`config.mk`:
```
export PLATFORM = sky130hd
export DESIGN_NAME = sgpio_rx
export DESIGN_NICKNAME = d
export VERILOG_FILES = /design/src/rtl/sgr_pkg.sv /design/src/rtl/sgr_sync.sv /design/src/rtl/sgr_edge.sv /design/src/rtl/sgr_framer.sv /design/src/rtl/sgr_inbound.sv /design/src/rtl/sgpio_rx.sv
export SDC_FILE = /design/constraint.sdc
export NUM_CORES = 1
export LEC_CHECK = 0
export BUFFER_PORTS_ARGS = -buffer_cell sky130_fd_sc_hd__buf_2
export CAP_MARGIN = 20
export CORE_ASPECT_RATIO = 1.4
export CORE_MARGIN = 2
export CORE_UTILIZATION = 50
export DETAILED_ROUTE_END_ITERATION = 8
export GPL_ROUTABILITY_DRIVEN = 1
export PLACE_DENSITY_LB_ADDON = 0.3
export SYNTH_ARGS = -nofsm -noshare
export SYNTH_HDL_FRONTEND = slang
export SYNTH_SLANG_ARGS = --single-unit
```
`constraint.sdc`:
```
create_clock -name clk -period 1.8 [get_ports clk]
set_input_delay 0.54 -clock clk [delete_from_list [all_inputs] [get_ports clk]]
set_output_delay 0.54 -clock clk [all_outputs]
set_load 0.01 [all_outputs]
```
`src/rtl/sgr_pkg.sv`:
```
package sgr_pkg;
  localparam int unsigned FIELDS  = 3;
  localparam int unsigned F_ACT   = 0;
  localparam int unsigned F_LOC   = 1;
  localparam int unsigned F_FAIL  = 2;

  // position of a slot's field in a frame-ordered bit vector
  function automatic int unsigned bit_pos(int unsigned slot, int unsigned field);
    return slot * FIELDS + field;
  endfunction

  // number of bits carried by a frame of nslot slots
  function automatic int unsigned frame_bits(int unsigned nslot);
    return nslot * FIELDS;
  endfunction
endpackage

```
`src/rtl/sgr_sync.sv`:
```
module sgr_sync #(
  parameter int unsigned W = 1
) (
  input  logic         clk,
  input  logic         rst_n,
  input  logic [W-1:0] d,
  output logic [W-1:0] q
);
  logic [W-1:0] meta_q, sync_q;

  always_ff @(posedge clk) begin
    if (!rst_n) begin
      meta_q <= '0;
      sync_q <= '0;
    end else begin
      meta_q <= d;
      sync_q <= meta_q;
    end
  end

  assign q = sync_q;
endmodule

```
`src/rtl/sgr_edge.sv`:
```
module sgr_edge (
  input  logic clk,
  input  logic rst_n,
  input  logic lvl,
  output logic rise,
  output logic fall
);
  logic prev_q;

  always_ff @(posedge clk) begin
    if (!rst_n) prev_q <= 1'b0;
    else        prev_q <= lvl;
  end

  assign rise = lvl & ~prev_q;
  assign fall = ~lvl & prev_q;
endmodule

```
`src/rtl/sgr_framer.sv`:
```
module sgr_framer
  import sgr_pkg::*;
#(
  parameter int unsigned NSLOT = 4,
  localparam int unsigned NB   = frame_bits(NSLOT),
  localparam int unsigned CW   = $clog2(NB + 1)
) (
  input  logic             clk,
  input  logic             rst_n,
  input  logic             fall_evt,
  input  logic             ld,
  input  logic             din,
  output logic [CW-1:0]    bit_idx,
  output logic [NSLOT-1:0] act,
  output logic [NSLOT-1:0] loc,
  output logic [NSLOT-1:0] fail,
  output logic             frame_ok,
  output logic             frame_err
);
  logic [NB-1:0] shadow_q, shadow_nx, frame_q;
  logic [CW-1:0] cnt_q;
  logic          synced_q, ok_q, err_q;
  logic          len_ok;

  // merge the bit being sampled now into the collected frame
  always_comb begin
    shadow_nx = shadow_q;
    if (cnt_q < CW'(NB)) shadow_nx[cnt_q] = din;
  end

  assign len_ok = (cnt_q == CW'(NB - 1));

  always_ff @(posedge clk) begin
    if (!rst_n) begin
      shadow_q <= '0;
      frame_q  <= '0;
      cnt_q    <= '0;
      synced_q <= 1'b0;
      ok_q     <= 1'b0;
      err_q    <= 1'b0;
    end else begin
      ok_q  <= 1'b0;
      err_q <= 1'b0;
      if (fall_evt) begin
        shadow_q <= shadow_nx;
        if (ld) begin
          cnt_q    <= '0;
          synced_q <= 1'b1;
          if (synced_q) begin
            if (len_ok) begin
              frame_q <= shadow_nx;
              ok_q    <= 1'b1;
            end else begin
              err_q <= 1'b1;
            end
          end
        end else if (cnt_q != CW'(NB)) begin
          cnt_q <= cnt_q + 1'b1;
        end
      end
    end
  end

  for (genvar s = 0; s < NSLOT; s++) begin : g_slot
    assign act[s]  = frame_q[bit_pos(s, F_ACT)];
    assign loc[s]  = frame_q[bit_pos(s, F_LOC)];
    assign fail[s] = frame_q[bit_pos(s, F_FAIL)];
  end

  assign bit_idx   = cnt_q;
  assign frame_ok  = ok_q;
  assign frame_err = err_q;
endmodule

```
`src/rtl/sgr_inbound.sv`:
```
module sgr_inbound
  import sgr_pkg::*;
#(
  parameter int unsigned NSLOT  = 4,
  parameter bit          HAS_IN = 1'b1,
  localparam int unsigned NB    = frame_bits(NSLOT),
  localparam int unsigned CW    = $clog2(NB + 1)
) (
  input  logic          clk,
  input  logic          rst_n,
  input  logic          rise_evt,
  input  logic [CW-1:0] bit_idx,
  input  logic [NB-1:0] tgt_status,
  output logic          sdin
);
  if (HAS_IN) begin : g_drive
    logic sdin_q;
    always_ff @(posedge clk) begin
      if (!rst_n)        sdin_q <= 1'b0;
      else if (rise_evt) sdin_q <= (bit_idx < CW'(NB)) ? tgt_status[bit_idx] : 1'b0;
    end
    assign sdin = sdin_q;
  end else begin : g_tie
    logic unused_in;
    assign unused_in = ^{clk, rst_n, rise_evt, bit_idx, tgt_status};
    assign sdin = 1'b0;
  end
endmodule

```
`src/rtl/sgpio_rx.sv`:
```
module sgpio_rx
  import sgr_pkg::*;
#(
  parameter int unsigned NSLOT  = 4,
  parameter bit          HAS_IN = 1'b1,
  localparam int unsigned NB    = frame_bits(NSLOT),
  localparam int unsigned CW    = $clog2(NB + 1)
) (
  input  logic             clk,
  input  logic             rst_n,
  input  logic             sclk,
  input  logic             sload,
  input  logic             sdout,
  input  logic [NB-1:0]    tgt_status,
  output logic             sdin,
  output logic [NSLOT-1:0] act,
  output logic [NSLOT-1:0] loc,
  output logic [NSLOT-1:0] fail,
  output logic             frame_ok,
  output logic             frame_err
);
  logic          sclk_s, ld_s, d_s;
  logic          rise_evt, fall_evt;
  logic [CW-1:0] bit_idx;

  sgr_sync #(.W(3)) u_sync (
    .clk(clk), .rst_n(rst_n),
    .d({sclk, sload, sdout}),
    .q({sclk_s, ld_s, d_s})
  );

  sgr_edge u_edge (
    .clk(clk), .rst_n(rst_n), .lvl(sclk_s),
    .rise(rise_evt), .fall(fall_evt)
  );

  sgr_framer #(.NSLOT(NSLOT)) u_framer (
    .clk(clk), .rst_n(rst_n), .fall_evt(fall_evt), .ld(ld_s), .din(d_s),
    .bit_idx(bit_idx), .act(act), .loc(loc), .fail(fail),
    .frame_ok(frame_ok), .frame_err(frame_err)
  );

  sgr_inbound #(.NSLOT(NSLOT), .HAS_IN(HAS_IN)) u_inbound (
    .clk(clk), .rst_n(rst_n), .rise_evt(rise_evt), .bit_idx(bit_idx),
    .tgt_status(tgt_status), .sdin(sdin)
  );
endmodule

```
==> flow_summary.yaml <==
run_status:
  status: "finished clean"
die:
  start_util: 0.509
  rows: 26
  die_area_um2: 4150
  die_h_um: 75.4
  io_pins: 32
  fp.dieW_um: 55.0
  coreArea_um2: 3580
sta:
  fin_skew_ps: 8.42
  rsz0062_at_grt: "no"
  tns_ps: 0
  slew-limit-headroom: 0.612
  drv_slew: 0
  fmax_mhz: 605
  min_period_over_period: 0.919
  finalSetupViolCount: 0
  tightest_slew_ps: 582
  min_period_ps: 1650
  hold_viol: 0
yosys:
  synth-edff-count: 0
  syn_area_um2: 1820
  synth-seq-cells: 38
  syn_area_per_cell_um2: 10.3
  async_flop_share: 0
  yosysWarnings: 0
  ys.flop_type: "dfxtp_1"
  yosysTopAreaCellShare: 0.417
  synth_fp_nets: 200
  synth_area_leaders: "dfxtp_1, a211oi_2, mux2i_1"
  synthDominantAreaCellType: "dfxtp_1"
  seq_area_frac_synth: 0.417
  synthCells: 177
  synth_cell_type_count: 35
routing:
  ant_nets: 0
  drt-initial-drc-count: 24
  first_pass_iters: 4
  via_per_inst: 5.68
  wl_per_cell_um: 15.0
  wl_um: 3700
  drc: 0
  num_vias: 1403
global_route:
  grt.overflow.total: 0
  grtUsageTotal: 0.208
  grt_max_degree: 25
  first_global_vias: 1389
  grt_pass1_wl_um: 6100
  antenna_found_initial: 0
clocking:
  cts_tree: "done"
  hold_buffers: 0
  path_clk_slew_ps: 70
  cts_root_buffer: "clkbuf_8"
  cts_max_level: 2
  clock_latency_ps: 290
  cts_inserted_buffers: 5
  cts_buffer_depth: 2
  clock_sinks: 38
  cts_setup_buffers: 0
  cts-resized-gates: 0
place:
  dpl_cell_area_um2: 1990
  io_buffer_count: 31
  gp_congestion: 0.898
  place_inst: 240
  post-dp-hpwl_um: 2690
worst_setup_path:
  max_stage_delay_ps: 480
  ff2ff_setup_slack_ps: 150
  reg2reg_depth: 5
  path_class: "flop to flop"
  cp_data_required_time_ps: 2020
  critPathBufInv: 1
  arrival_ps: 1880
  cp.depth: 5
  crit_fanout: 6
  worst_setup_path_end_kind: "flop"
  critPathSlowestCell: "or4b_1"
  cp-start-kind: "flop"
  crit_family: "simple AND/OR/NAND/NOR gates"
  crit_chain: "inv_1 > ha_1 > and4b_4 > or4b_1 > a21oi_1"
layout:
  area_delta_synth_final_pct: 13.1
  num-fill-cells: 324
  drive_above_1_share: 0.298
  multiInputGateArea_um2: 937
  layout.nets: 228
  antennaDiodeCount: 0
  area.sequential_um2: 761
  fin_area_um2: 2060
  finalNonFillerCells: 247
hold_path:
  min_path_type: "flop to flop"
  hold_depth: 1
pwr:
  p_leak_nw: 0.819
  cellPowerDensity_nw_per_um2: 730
  peakVddDrop_mv: 0.605
job:
  cap_viol_max_count: 0
==> where the power goes <==
| group | leakage, nW | switching (W) | total (W) | internal (W) |
|---|---|---|---|---|
| clock | 0.0383 | 0.000276 | 0.000542 | 0.000266 |
| sequential | 0.308 | 0.0000117 | 0.000869 | 0.000857 |
| combinational | 0.473 | 0.0000484 | 0.0000942 | 0.0000458 |
==> synthesized netlist by cell type (all sizes together) (4+ instances only) <==
cell    number
ha           6
nand3        4
mux2i       12
nor2        13
buf         13
a211oi      22
and2         8
a21oi       17
dfxtp       38
nor3b        4
inv          4
clkbuf       4
nand3b       8
==> final timing paths <==
path / startpoint / end
worst min register to register: u_sync.meta_q[2] / u_sync.q[2]
worst min-delay path: u_sync.meta_q[2] / u_sync.q[2]
worst max register to register: u_framer.bit_idx[1] / u_framer.bit_idx[1]
worst max-delay path: u_framer.bit_idx[1] / u_framer.bit_idx[1]
==> cell type report <==
cell class              instances  share of cell area
clock buffers                   7              0.0370
repair buffers                 38               0.107
inverters                       4             0.00728
flip-flops and latches         38               0.369
multi-input cells             118               0.454
well taps                      42              0.0255
==> metrics by stage <==
step           setup WS [ps]  hold WS (ps)  utilization  power, W
3_3_place_gp             285           415        0.555  0.000976
2_1_floorplan            104           412            -  0.000945
3_5_place_dp             163           420        0.555  0.000983
5_1_grt                 47.4           449        0.576   0.00157
4_1_cts                  146           436        0.576   0.00152
6_report                 147           432        0.576   0.00151
==> cells by family (layout without fill, tap and decap cells) <==
group	Yosys count	after routing	share of synthesized area
adder cells (fa/ha/maj)	6	6	0.0412
buffers and inverters	21	49	0.0686
AO/OA/AOI/OAI	46	46	0.195
multiplexers	15	15	0.103
AND/OR/NAND/NOR	51	51	0.175
flip-flops	38	38	0.417
==> state kept, by name, summed over array words and instances (netlist names) <==
| name | count |
|---|---|
| u_sync.meta_q | 3 |
| u_sync.q | 3 |
| u_framer.synced_q | 1 |
| u_edge.prev_q | 1 |
| u_framer.shadow_q | 11 |
| u_framer.bit_idx | 4 |
| u_framer.frame_q | 12 |
| u_framer.frame_ok | 1 |
| u_framer.frame_err | 1 |
| u_inbound.sdin | 1 |
==> per-layer routing <==
layer,global-route usage,up-vias,share of wire
li1,-,691,-
met1,0.231,673,0.41
met2,0.368,32,0.52
met3,0.0608,7,0.045
met4,0.0732,0,0.016
met5,0,-,0
==> cell usage in the layout, fill, tap and decap left out, drive strengths merged, types with 3 or more instances in the layout <==
| cell type | count |
|---|---|
| a211oi | 22 |
| mux4 | 3 |
| clkbuf | 7 |
| buf | 38 |
| ha | 6 |
| nand3 | 4 |
| dfxtp | 38 |
| nand3b | 8 |
| nor3b | 4 |
| a21oi | 17 |
| and2 | 8 |
| mux2i | 12 |
| inv | 4 |
| nor2 | 13 |
No activity file was read; power rests on OpenSTA's default activity.
